## src/rtl/blk_admit_pkg.sv

```systemverilog
package blk_admit_pkg;
   typedef enum logic [1:0] {
      V_IDLE   = 2'd0,
      V_GRANT  = 2'd1,
      V_STALL  = 2'd2,
      V_REJECT = 2'd3
   } verdict_t;
endpackage

```

## src/rtl/admit_demand.sv

```systemverilog
module admit_demand #(
   parameter int MAX_BLK_THREADS = 512,
   parameter int REG_POOL        = 8192,
   parameter int SMEM_BYTES      = 16384,
   parameter int TW              = 10,
   parameter int RPT_W           = 6,
   parameter int SW              = 15,
   parameter int RW              = 14
) (
   input  logic [TW-1:0]    threads,
   input  logic [RPT_W-1:0] regs_per_thread,
   input  logic [SW-1:0]    smem_bytes,
   output logic             impossible,
   output logic [RW-1:0]    reg_need
);
   localparam int PW = TW + RPT_W;
   localparam logic [TW-1:0] THR_LIM  = TW'(MAX_BLK_THREADS);
   localparam logic [PW-1:0] REG_LIM  = PW'(REG_POOL);
   localparam logic [SW-1:0] SMEM_LIM = SW'(SMEM_BYTES);

   logic [PW-1:0] product;

   always_comb begin
      product    = PW'(threads) * PW'(regs_per_thread);
      reg_need   = product[RW-1:0];
      impossible = (threads == '0) || (threads > THR_LIM) ||
                   (product > REG_LIM) || (smem_bytes > SMEM_LIM);
   end
endmodule

```

## src/rtl/admit_pool.sv

```systemverilog
module admit_pool #(
   parameter int LIMIT = 768,
   parameter int W     = 10
) (
   input  logic         clk,
   input  logic         rst_n,
   input  logic [W-1:0] need,
   input  logic         add_en,
   input  logic         sub_en,
   input  logic [W-1:0] sub_amt,
   output logic         fits,
   output logic [W-1:0] used
);
   localparam logic [W:0] LIM = (W+1)'(LIMIT);

   logic [W-1:0] used_q;

   assign used = used_q;
   assign fits = ({1'b0, used_q} + {1'b0, need}) <= LIM;

   always_ff @(posedge clk) begin
      if (!rst_n)
         used_q <= '0;
      else
         used_q <= used_q + (add_en ? need : '0) - (sub_en ? sub_amt : '0);
   end
endmodule

```

## src/rtl/admit_slot_table.sv

```systemverilog
module admit_slot_table #(
   parameter int NSLOT = 8,
   parameter int TW    = 10,
   parameter int RW    = 14,
   parameter int SW    = 15,
   parameter int SLW   = 3,
   parameter int OW    = 4
) (
   input  logic           clk,
   input  logic           rst_n,
   input  logic           alloc_en,
   input  logic [TW-1:0]  alloc_thr,
   input  logic [RW-1:0]  alloc_reg,
   input  logic [SW-1:0]  alloc_smem,
   input  logic           rel_req,
   input  logic [SLW-1:0] rel_slot,
   output logic           free_ok,
   output logic [SLW-1:0] free_idx,
   output logic           rel_en,
   output logic [TW-1:0]  rel_thr,
   output logic [RW-1:0]  rel_reg,
   output logic [SW-1:0]  rel_smem,
   output logic [OW-1:0]  occ
);
   logic [NSLOT-1:0] live_q;
   logic [TW-1:0]    thr_q  [NSLOT];
   logic [RW-1:0]    reg_q  [NSLOT];
   logic [SW-1:0]    smem_q [NSLOT];

   always_comb begin
      free_ok  = 1'b0;
      free_idx = '0;
      occ      = '0;
      for (int i = NSLOT - 1; i >= 0; i--) begin
         if (!live_q[i]) begin
            free_ok  = 1'b1;
            free_idx = SLW'(i);
         end
      end
      for (int i = 0; i < NSLOT; i++)
         occ = occ + OW'(live_q[i]);
   end

   always_comb begin
      rel_en   = 1'b0;
      rel_thr  = '0;
      rel_reg  = '0;
      rel_smem = '0;
      if (rel_req && (int'(rel_slot) < NSLOT) && live_q[rel_slot]) begin
         rel_en   = 1'b1;
         rel_thr  = thr_q[rel_slot];
         rel_reg  = reg_q[rel_slot];
         rel_smem = smem_q[rel_slot];
      end
   end

   for (genvar s = 0; s < NSLOT; s++) begin : g_slot
      logic take, drop;
      assign take = alloc_en && (free_idx == SLW'(s));
      assign drop = rel_en && (rel_slot == SLW'(s));

      always_ff @(posedge clk) begin
         if (!rst_n) begin
            live_q[s] <= 1'b0;
            thr_q[s]  <= '0;
            reg_q[s]  <= '0;
            smem_q[s] <= '0;
         end else if (take) begin
            live_q[s] <= 1'b1;
            thr_q[s]  <= alloc_thr;
            reg_q[s]  <= alloc_reg;
            smem_q[s] <= alloc_smem;
         end else if (drop) begin
            live_q[s] <= 1'b0;
         end
      end
   end
endmodule

```

## src/rtl/blk_admit.sv

```systemverilog
module blk_admit #(
   parameter int MAX_BLOCKS      = 8,
   parameter int MAX_THREADS     = 768,
   parameter int MAX_BLK_THREADS = 512,
   parameter int REG_POOL        = 8192,
   parameter int SMEM_BYTES      = 16384,
   parameter int RPT_W           = 6,
   localparam int TW  = $clog2(MAX_BLK_THREADS + 2),
   localparam int SW  = $clog2(SMEM_BYTES + 2),
   localparam int SLW = (MAX_BLOCKS > 1) ? $clog2(MAX_BLOCKS) : 1,
   localparam int OW  = $clog2(MAX_BLOCKS + 1)
) (
   input  logic             clk,
   input  logic             rst_n,
   input  logic             req_valid,
   input  logic [TW-1:0]    req_threads,
   input  logic [RPT_W-1:0] req_regs_per_thread,
   input  logic [SW-1:0]    req_smem_bytes,
   output logic             req_grant,
   output logic             req_reject,
   output logic [SLW-1:0]   grant_slot,
   input  logic             done_valid,
   input  logic [SLW-1:0]   done_slot,
   output logic [OW-1:0]    occupancy
);
   import blk_admit_pkg::*;

   localparam int THW = $clog2(MAX_THREADS + 1);
   localparam int RW  = $clog2(REG_POOL + 1);

   if (MAX_BLK_THREADS > MAX_THREADS) begin : g_bad_thr
      $error("per-block thread limit exceeds resident thread limit");
   end
   if (MAX_BLOCKS < 1 || MAX_BLK_THREADS < 1) begin : g_bad_cnt
      $error("block and thread limits must be positive");
   end

   logic           impossible;
   logic [RW-1:0]  reg_need;
   logic           free_ok;
   logic           rel_en;
   logic [TW-1:0]  rel_thr;
   logic [RW-1:0]  rel_reg;
   logic [SW-1:0]  rel_smem;
   logic           fit_thr, fit_reg, fit_smem;
   logic [THW-1:0] thr_used;
   logic [RW-1:0]  reg_used;
   logic [SW-1:0]  smem_used;
   verdict_t       verdict;

   admit_demand #(
      .MAX_BLK_THREADS(MAX_BLK_THREADS), .REG_POOL(REG_POOL),
      .SMEM_BYTES(SMEM_BYTES), .TW(TW), .RPT_W(RPT_W), .SW(SW), .RW(RW)
   ) u_demand (
      .threads(req_threads), .regs_per_thread(req_regs_per_thread),
      .smem_bytes(req_smem_bytes), .impossible(impossible), .reg_need(reg_need)
   );

   always_comb begin
      if (!req_valid)
         verdict = V_IDLE;
      else if (impossible)
         verdict = V_REJECT;
      else if (free_ok && fit_thr && fit_reg && fit_smem)
         verdict = V_GRANT;
      else
         verdict = V_STALL;
   end

   assign req_grant  = (verdict == V_GRANT);
   assign req_reject = (verdict == V_REJECT);

   admit_slot_table #(
      .NSLOT(MAX_BLOCKS), .TW(TW), .RW(RW), .SW(SW), .SLW(SLW), .OW(OW)
   ) u_slots (
      .clk(clk), .rst_n(rst_n),
      .alloc_en(req_grant), .alloc_thr(req_threads), .alloc_reg(reg_need),
      .alloc_smem(req_smem_bytes),
      .rel_req(done_valid), .rel_slot(done_slot),
      .free_ok(free_ok), .free_idx(grant_slot),
      .rel_en(rel_en), .rel_thr(rel_thr), .rel_reg(rel_reg), .rel_smem(rel_smem),
      .occ(occupancy)
   );

   admit_pool #(.LIMIT(MAX_THREADS), .W(THW)) u_thr_pool (
      .clk(clk), .rst_n(rst_n), .need(THW'(req_threads)),
      .add_en(req_grant), .sub_en(rel_en), .sub_amt(THW'(rel_thr)),
      .fits(fit_thr), .used(thr_used)
   );

   admit_pool #(.LIMIT(REG_POOL), .W(RW)) u_reg_pool (
      .clk(clk), .rst_n(rst_n), .need(reg_need),
      .add_en(req_grant), .sub_en(rel_en), .sub_amt(rel_reg),
      .fits(fit_reg), .used(reg_used)
   );

   admit_pool #(.LIMIT(SMEM_BYTES), .W(SW)) u_smem_pool (
      .clk(clk), .rst_n(rst_n), .need(req_smem_bytes),
      .add_en(req_grant), .sub_en(rel_en), .sub_amt(rel_smem),
      .fits(fit_smem), .used(smem_used)
   );
endmodule

```

## config.mk

```make
export PLATFORM = sky130hd
export DESIGN_NAME = blk_admit
export DESIGN_NICKNAME = d
export VERILOG_FILES = /design/src/rtl/blk_admit_pkg.sv /design/src/rtl/admit_demand.sv /design/src/rtl/admit_pool.sv /design/src/rtl/admit_slot_table.sv /design/src/rtl/blk_admit.sv
export SDC_FILE = /design/constraint.sdc
export NUM_CORES = 1
export LEC_CHECK = 0
export BUFFER_PORTS_ARGS = -buffer_cell sky130_fd_sc_hd__clkbuf_2
export CORE_MARGIN = 2
export CORE_UTILIZATION = 45
export CTS_CLUSTER_DIAMETER = 200
export CTS_CLUSTER_SIZE = 16
export DETAILED_ROUTE_END_ITERATION = 8
export GPL_ROUTABILITY_DRIVEN = 0
export PLACE_DENSITY_LB_ADDON = 0.12
export SKIP_LAST_GASP = 1
export SYNTH_ARGS = -nofsm -noshare
export SYNTH_HDL_FRONTEND = slang
export SYNTH_HIERARCHICAL = 1
export SYNTH_SLANG_ARGS = --single-unit
export TNS_END_PERCENT = 10
```

## constraint.sdc

```tcl
create_clock -name clk -period 14.4 [get_ports clk]
set_input_delay 2.88 -clock clk [delete_from_list [all_inputs] [get_ports clk]]
set_output_delay 2.88 -clock clk [all_outputs]
set_load 0.02 [all_outputs]
```

==> results of run 1 <==
metal layers:
layer  global-route usage [%]  vias to the layer above  share of wire, %  wire length [microns]
met5                        0                        -                 0                      0
met4                     5.44                        0               2.0                   1220
met2                     41.2                      450                49                  30200
li1                         -                     7146                 -                      -
met1                     33.1                     8009                45                  27700
met3                     2.03                       62               4.9                   3060
power by group through the flow:
stage	sequential (uW)	combinational (uW)	clock [uW]
after floorplan	1260	1280	0
after global placement	1270	1620	0
after detailed placement	1270	1650	0
after CTS	1250	1660	739
after global routing	1260	1860	773
final	1250	1660	721
sequential cells by signal, indices dropped and copies added (netlist names):
name	flops
u_reg_pool/used	14
u_slots/live_q	8
u_thr_pool/used	10
u_smem_pool/used	15
u_slots/smem_q	120
u_slots/thr_q	80
u_slots/reg_q	112
Yosys cell counts (25+ instances only):
cell	count
ha_1	105
o21ai_0	32
nor3_2	40
and2_1	203
a21o_1	27
xor2_1	25
inv_1	214
buf_2	33
clkbuf_1	52
nor3_1	211
nand2_1	91
mux4_2	79
a21oi_1	47
xnor2_1	34
nor2_1	86
edfxtp_1	312
mux2i_1	42
fa_1	76
dfxtp_1	47
cells by family after synthesis:
group	share of synthesized area (%)
AO/OA/AOI/OAI	7.68
XOR/XNOR	2.26
adder cells (fa/ha/maj)	12.4
buffers and inverters	5.46
flip-flops	45.2
multiplexers	9.80
AND/OR/NAND/NOR	17.2
how the worst min path moves through the flow:
stage | start | slack [ns] | endpoint
2_1_floorplan | u_slots/live_q[7] | 0.53 | u_slots/live_q[7]
3_3_place_gp | u_slots/live_q[6] | 0.58 | u_slots/live_q[6]
3_5_place_dp | u_slots/live_q[7] | 0.58 | u_slots/live_q[7]
4_1_cts | u_slots/live_q[7] | 0.60 | u_slots/live_q[7]
5_1_grt | u_slots/live_q[7] | 0.63 | u_slots/live_q[7]
6_report | u_slots/live_q[7] | 0.61 | u_slots/live_q[7]
area by class of cell:
class	instances	area, sq um
multi-input combinational	1318	11400
inverter	216	811
timing repair buffer	72	434
clock buffer	47	751
antenna	1	2.50
fill	4607	25500
clock inverter	1	11.3
tap	672	841
sequential	359	10300
stage by stage:
| step | setup slack, ns | total power (uW) |
|---|---|---|
| 2_1_floorplan | 2.63 | 2540 |
| 3_3_place_gp | 2.84 | 2890 |
| 3_5_place_dp | 2.65 | 2920 |
| 4_1_cts | 2.66 | 3640 |
| 5_1_grt | 2.36 | 3890 |
| 6_report | 2.70 | 3630 |
worst max-delay path: stages:
cell       delay (ns)
clkbuf_2         0.19
and2_1           0.23
fa_1             0.53
inv_1            0.05
fa_1             0.47
fa_1             0.55
inv_1            0.04
ha_1             0.37
o21ai_0          0.30
o21bai_1         0.11
a221oi_1         0.80
ha_1             0.41
nand2_1          0.10
a211oi_2         0.18
mux2_4           0.32
nor4_2           0.29
o2111ai_1        0.18
a31oi_1          0.21
nand4b_1         0.18
nor2_4           0.13
clkbuf_2         0.27
==> flow_summary.json, run 1 <==
{
  "hold_buffers": 0,
  "fin_crit_sh_pct": 81.2,
  "drt_iter0_markers": 1188,
  "pin_count": 47,
  "hold_depth": 2,
  "fin_nets": 2212,
  "cts_tree": "built",
  "stdcell_count": 2686,
  "arrival_ns": 8.82,
  "grt_usage_pct": 23.9,
  "num_vias": 15700,
  "drv_slew": 0,
  "post_cts_buffers": 0,
  "holdWs_ns": 0.606,
  "totalWireLength_mm": 62.2,
  "worst_pin_slew_ns": 1.15,
  "first_pass_iters": 7,
  "r2r-start": "u_smem_pool/used[0]",
  "async_flop_share_pct": 0,
  "p_int_uw": 2250,
  "finalSetupViolCount": 0,
  "portBuffers": 46,
  "finClkSkew_ns": 0.0232,
  "swShare_pct": 38.1,
  "clk_latency_ns": 0.57,
  "p_per_area_nw_per_um2": 148,
  "placedInstanceArea_sq_um": 23800,
  "worstPathRequired_ns": 11.52,
  "min_period_ns": 11.70,
  "yosysTopAreaCellShare_pct": 41.0,
  "synthesis.instances": 1992,
  "tns_ns": 0,
  "ys_seq_area_share_pct": 45.2,
  "final_cell_mix": "312 x edfxtp_1, 214 x inv_1, 211 x nor3_1",
  "p_seq_share_pct": 34.4,
  "slew-limit-headroom_pct": 23.1,
  "antenna_found_initial": 1,
  "drc_errors": 0,
  "yosysUniqueCellTypes": 88,
  "dp.cells": 2637,
  "syn_to_final_growth_pct": 7.70,
  "post_cts_resized": 0,
  "grt_overflow": 0,
  "max_freq_ghz": 0.0855,
  "htree_levels": 1,
  "clkPwrFrac_pct": 19.8,
  "combinationalPowerShare_pct": 45.8,
  "synthFlopType": "edfxtp_1",
  "leakagePower_uw": 0.00949,
  "grt_pass1_vias": 16500,
  "outcome": "finished, final reports clean",
  "critPathCaptureType": "output port",
  "rsz0062_at_grt": "no",
  "r2r_slack_ns": 7.43,
  "maxCapViolCount": 0,
  "hp-class": "reg -> reg",
  "ys_warn_count": 6,
  "die_x_microns": 229,
  "layout_commonest_cell": "edfxtp_1",
  "synth_nets": 2211,
  "layout-drive-gt1-share_pct": 13.4,
  "cts_buffer_depth": 3,
  "avgViaCountPerCell": 5.83,
  "cts_buffers": 26,
  "dp_hpwl_mm": 39.0,
  "crit_start": "req_threads[3]",
  "final_cell_area_sq_um": 24600,
  "ant_nets": 0,
  "dieArea_sq_um": 52500,
  "synth-edff-count": 312,
  "start_kind": "input pin",
  "grt_pass1_wl_mm": 97.5,
  "grt_max_degree": 79,
  "hold_viol_final": 0,
  "r2r_end": "u_smem_pool/used[14]",
  "path_clk_slew_ns": 0.07,
  "wl_per_cell_microns": 23.1,
  "start_util_pct": 45.6,
  "worstSetupPathType": "in -> out",
  "core_region_area_sq_um": 50100,
  "final_util_pct": 49.1,
  "dieHeight_microns": 229,
  "ys_top_cells_by_area": "edfxtp_1 41%, mux4_2 7.8%, fa_1 6.7%",
  "synth_area_leader_cell": "edfxtp_1",
  "endpoint": "req_grant",
  "cp_max_fo": 12,
  "cts_num_sinks": 359,
  "ir_drop_v": 0.0000803,
  "p_switching_uw": 1390,
  "r2r_cells": 25,
  "rows": 82,
  "syn_avg_cell_area_sq_um": 11.5,
  "root_buffer": "clkbuf_16",
  "synth_seq_cells": 359,
  "syn_area_sq_um": 22800
}
Power figures use the tool's default switching activity.
==> run 2, diff against run 1 <==
Settings changed: ABC_AREA set to 1.
Clock period 14.4 ns to 10.6 ns, I/O delays scaled along.
==> flow_summary.json, run 2 <==
{
  "start_util_pct": 45.5,
  "critPathMostFrequentCell": "nand2_1",
  "cts_num_sinks": 359,
  "cts_tree": "built",
  "largest_reg_flops": 120,
  "slew-limit-headroom_pct": 24.0,
  "worst_pin_slew_ns": 1.14,
  "ir_drop_v": 0.000250,
  "finalSetupViolCount": 0,
  "avgViaCountPerCell": 5.40,
  "synth_seq_cells": 359,
  "r2r_slack_ns": 5.34,
  "yosysMostFrequentCell": "nand2_1",
  "num_vias": 19200,
  "crit_start": "req_threads[9]",
  "yosysUniqueCellTypes": 44,
  "totalWireLength_mm": 68.5,
  "first_pass_iters": 5,
  "root_buffer": "clkbuf_16",
  "ys_top_cells_by_area": "edfxtp_1 40%, nand2_1 10%, nor2_1 8.5%",
  "cts_buffers": 26,
  "cpPeakStageDelay_ns": 0.54,
  "path_clk_slew_ns": 0.07,
  "post_cts_buffers": 0,
  "regMostFlops": "u_slots/smem_q",
  "crit_buf_inv": 7,
  "p_per_area_nw_per_um2": 203,
  "ys_warn_count": 6,
  "holdWs_ns": 0.552,
  "cts_buffer_depth": 3,
  "outcome": "finished, final reports clean",
  "p_total_uw": 5060,
  "syn_to_final_growth_pct": 7.18,
  "dp.cells": 3499,
  "r2r_end": "u_reg_pool/used[10]",
  "clk_latency_ns": 0.58,
  "critPathCaptureType": "output port",
  "r2r_cells": 22,
  "finClkSkew_ns": 0.0217,
  "grt_usage_pct": 25.9,
  "arrival_ns": 7.49,
  "rsz0062_at_grt": "no",
  "critPathSlowestCell": "fa_1",
  "post_cts_resized": 0,
  "ant_nets": 0,
  "yosysTopAreaCellShare_pct": 40.2,
  "hold_viol_final": 0,
  "maxCapViolCount": 0,
  "layout_commonest_cell": "nand2_1",
  "grt_overflow": 0,
  "synth_area_leader_cell": "edfxtp_1",
  "synthFlopType": "edfxtp_1",
  "synth_nets": 3076,
  "dp_hpwl_mm": 43.3,
  "drt_iter0_markers": 1698,
  "antenna_found_initial": 0,
  "reg.largest.list": "u_slots/smem_q (120), u_slots/reg_q (112), u_slots/thr_q (80)",
  "stdcell_count": 3547,
  "worstPathRequired_ns": 8.48,
  "leakagePower_uw": 0.0117,
  "drv_slew": 0,
  "synthesis.instances": 2857,
  "hp-class": "reg -> reg",
  "start_kind": "input pin",
  "cp.depth": 29,
  "syn_area_sq_um": 23300,
  "wl_per_cell_microns": 19.3,
  "dieArea_sq_um": 53600,
  "min_period_ns": 9.61,
  "final_util_pct": 48.7,
  "worstSetupPathType": "in -> out",
  "rows": 83,
  "portBuffers": 46,
  "grt_max_degree": 81,
  "endpoint": "req_grant",
  "syn_avg_cell_area_sq_um": 8.15,
  "synth_commonest_cells": "625 x nand2_1, 527 x nor2_1, 456 x inv_1",
  "tns_ns": 0,
  "max_freq_ghz": 0.104,
  "synth-edff-count": 312,
  "ys_seq_area_share_pct": 44.3,
  "hold_buffers": 0,
  "final_cell_mix": "614 x nand2_1, 527 x nor2_1, 455 x inv_1",
  "layout-drive-gt1-share_pct": 6.56,
  "r2r-start": "u_thr_pool/used[0]",
  "pin_count": 47,
  "drc_errors": 0,
  "die_x_microns": 231,
  "core_region_area_sq_um": 51200,
  "cp_max_fo": 18,
  "grt_pass1_wl_mm": 108,
  "critPathTopFamily": "adder cells",
  "fin_crit_sh_pct": 90.6,
  "htree_levels": 1,
  "async_flop_share_pct": 0,
  "diodes": 0,
  "fin_nets": 3066,
  "dieHeight_microns": 231,
  "grt_pass1_vias": 18900
}
-- run 2: cell types whose count changed after synthesis, sizes merged, moves of 42 or more --
cell,before,now
nand3,13,115
o21ai,42,115
mux2i,42,0
o221ai,1,78
nor2,86,541
mux4,79,0
nor3,251,91
and2,205,4
nand2,91,645
inv,216,460
-- run 2: cell families after synthesis --
group           Yosys count  synth area share (%)
simple gates           1432                  25.3
buf+inv                 577                  9.50
flops                   359                  44.3
compound gates          291                  8.04
fa+ha+maj               181                  12.2
xor+xnor                 17                 0.672
-- run 2: routing by layer --
metal	GRT usage (%)	routed length, microns	up-vias
met1	37.6	31000	9239
met3	3.33	5460	89
met4	6.17	1300	0
met5	0	0	-
li1	-	-	9174
met2	41.2	30800	666
-- run 2: power breakdown --
part / internal, uW / switching [uW] / leakage, uW
Clock: 480 / 501 / 0.000362
Sequential: 1640 / 66.7 / 0.00345
Combinational: 784 / 1580 / 0.00792
Total: 2910 / 2150 / 0.0117
-- run 2: area by class of cell --
type                            instances  area (sq um)
Timing Repair Buffer                   78           485
Inverter                              461          1730
Tap cell                              680           851
Clock buffer                           47           751
Fill cell                            5006         26200
Sequential cell                       359         10300
Multi-Input combinational cell       1921         10800
Clock inverter                          1          11.3
-- run 2: worst reg2reg max path, stage by stage, from the launching register on --
cell      delay, ns
dfxtp_1        0.35
ha_1           0.25
fa_1           0.44
or2_2          0.28
nor2_1         0.12
nand3_1        0.11
nor2_1         0.12
nand4_1        0.12
a21oi_1        0.41
nand2_1        0.17
nor2_4         0.42
buf_4          0.38
nand2_1        0.12
fa_1           0.50
inv_1          0.07
fa_1           0.46
nand3_1        0.11
nand3_2        0.12
a21boi_2       0.21
o21ai_2        0.09
nand3_1        0.11
nand3_1        0.08
a21oi_1        0.18
-- run 2: worst min-delay path by stage --
stage / cells after the start / from / end / slack [ns]
after detailed placement: 2 / u_slots/live_q[4] / u_slots/live_q[4] / 0.54
after CTS: 2 / u_slots/live_q[4] / u_slots/live_q[4] / 0.55
after floorplan: 2 / u_slots/live_q[7] / u_slots/live_q[7] / 0.49
after global routing: 2 / u_slots/live_q[7] / u_slots/live_q[7] / 0.60
after global placement: 2 / u_slots/live_q[4] / u_slots/live_q[4] / 0.54
final: 2 / u_slots/live_q[4] / u_slots/live_q[4] / 0.55
-- run 2: stage by stage --
| stage | setup slack [ns] | instance area, sq um |
|---|---|---|
| after floorplan | 1.69 | 23300 |
| after global placement | 0.872 | 24200 |
| after detailed placement | 0.862 | 24200 |
| after CTS | 0.948 | 24900 |
| after global routing | 0.506 | 24900 |
| final | 0.991 | 24900 |
==> run 3, diff against run 2 <==
Settings changed: RECOVER_POWER set to 50, TNS_END_PERCENT 10 to unset.
==> flow_summary.json, run 3 (synthesis gave the netlist of run 2 again) <==
{
  "outcome": "finished, final reports clean",
  "min_to": "u_slots/live_q[4]",
  "dieArea_sq_um": 53600,
  "fin_nets": 3066,
  "post_cts_resized": 0,
  "finClkSkew_ns": 0.0225,
  "hold_buffers": 0,
  "drt_iter0_markers": 1731,
  "htree_levels": 1,
  "slew-limit-headroom_pct": 6.70,
  "arrival_ns": 7.50,
  "critPathCaptureType": "output port",
  "worstPathRequired_ns": 8.48,
  "r2r_slack_ns": 5.20,
  "r2r_end": "u_slots/thr_q[5][0]",
  "leakagePower_uw": 0.0117,
  "min_period_ns": 9.62,
  "r2r-start": "u_thr_pool/used[0]",
  "cts_buffer_depth": 3,
  "post_cts_buffers": 0,
  "first_pass_iters": 6,
  "ir_drop_v": 0.000253,
  "antenna_found_initial": 0,
  "layout_commonest_cell": "nand2_1",
  "cts_num_sinks": 359,
  "r2r_cells": 16,
  "p_total_uw": 5060,
  "cts_tree": "built",
  "ant_nets": 0,
  "totalWireLength_mm": 68.5,
  "wl_per_cell_microns": 19.3,
  "num_vias": 19200,
  "portBuffers": 46,
  "grt_usage_pct": 25.9,
  "reg.largest.list": "u_slots/smem_q (120), u_slots/reg_q (112), u_slots/thr_q (80)",
  "start_util_pct": 45.5,
  "critPathMostFrequentCell": "nand2_1",
  "tns_ns": 0,
  "path_clk_slew_ns": 0.08,
  "hold_viol_final": 0,
  "max_freq_ghz": 0.104,
  "diodes": 0,
  "syn_to_final_growth_pct": 6.98,
  "grt_pass1_wl_mm": 108,
  "dieHeight_microns": 231,
  "start_kind": "input pin",
  "core_region_area_sq_um": 51200,
  "fin_crit_sh_pct": 90.8,
  "hold_depth": 2,
  "grt_max_degree": 81,
  "maxCapViolCount": 0,
  "avgViaCountPerCell": 5.41,
  "layout-drive-gt1-share_pct": 6.10,
  "final_cell_mix": "617 x nand2_1, 529 x nor2_1, 455 x inv_1",
  "worst_pin_slew_ns": 1.40,
  "grt_pass1_vias": 18900,
  "cp_max_fo": 18,
  "worstSetupPathType": "in -> out",
  "dp_hpwl_mm": 43.3,
  "critPathSlowestCell": "fa_1",
  "hp-class": "reg -> reg",
  "pin_count": 47,
  "grt_overflow": 0,
  "root_buffer": "clkbuf_16",
  "die_x_microns": 231,
  "regMostFlops": "u_slots/smem_q",
  "finalSetupViolCount": 0,
  "drv_slew": 0,
  "cpPeakStageDelay_ns": 0.54,
  "rsz0062_at_grt": "no",
  "largest_reg_flops": 120,
  "clk_latency_ns": 0.58,
  "rows": 83,
  "p_per_area_nw_per_um2": 203,
  "hp-start": "u_slots/live_q[4]",
  "cts_buffers": 26,
  "drc_errors": 0
}
==> run 3: changes by cell type in the layout (fill, tap and decap cells not counted), sizes merged <==
cell    delta
clkbuf     +8
buf        -8
==> run 3: power breakdown <==
group	total [uW]	internal [uW]	leakage [uW]	switching, uW
Sequential	1710	1640	0.00345	66.5
Clock	980	480	0.000362	500
Combinational	2370	784	0.00789	1590
Total	5060	2900	0.0117	2150
==> run 3: layer usage <==
| layer | wire length, microns | GRT usage (%) | share of wire [%] | vias up |
|---|---|---|---|---|
| met1 | 30800 | 37.6 | 45 | 9228 |
| met5 | 0 | 0 | 0 | - |
| met4 | 1190 | 6.17 | 1.7 | 0 |
| met2 | 30800 | 41.2 | 45 | 712 |
| met3 | 5670 | 3.33 | 8.3 | 76 |
| li1 | - | - | - | 9175 |
==> run 3: cell type report <==
cell class	instances	area [sq um]
tap	680	851
clock inverter	1	11.3
fill	5022	26300
sequential	359	10300
multi-input combinational	1921	10800
inverter	461	1730
clock buffer	47	751
timing repair buffer	78	457
==> run 3: worst max-delay path by stage <==
stage | from | to | slack, ns | cells after the start
floorplan | req_regs_per_thread[4] | u_smem_pool/used[13] | 1.69 | 37
global placement | req_threads[7] | u_reg_pool/used[10] | 0.87 | 40
detailed placement | req_threads[7] | u_reg_pool/used[10] | 0.86 | 40
CTS | req_threads[7] | req_grant | 0.95 | 29
global route | req_threads[4] | req_grant | 0.51 | 29
finish | req_threads[9] | req_grant | 0.98 | 29
==> run 3: stage by stage <==
step                utilization (%)  worst slack [ns]  hold WS, ns  instance area, sq um  std cells
floorplan                         -              1.69        0.493                 23300       2857
global placement               47.2             0.872        0.538                 24200       3499
detailed placement             47.2             0.862        0.539                 24200       3499
CTS                            48.7             0.948        0.548                 24900       3547
global route                   48.6             0.506        0.602                 24900       3547
finish                         48.6             0.980        0.550                 24900       3547
==> run 3: critical path: cells and delay by family <==
kind	cells	cell delay, ns
simple gates	16	2.09
buf+inv	7	0.72
compound gates	1	0.18
fa+ha+maj	5	2.39
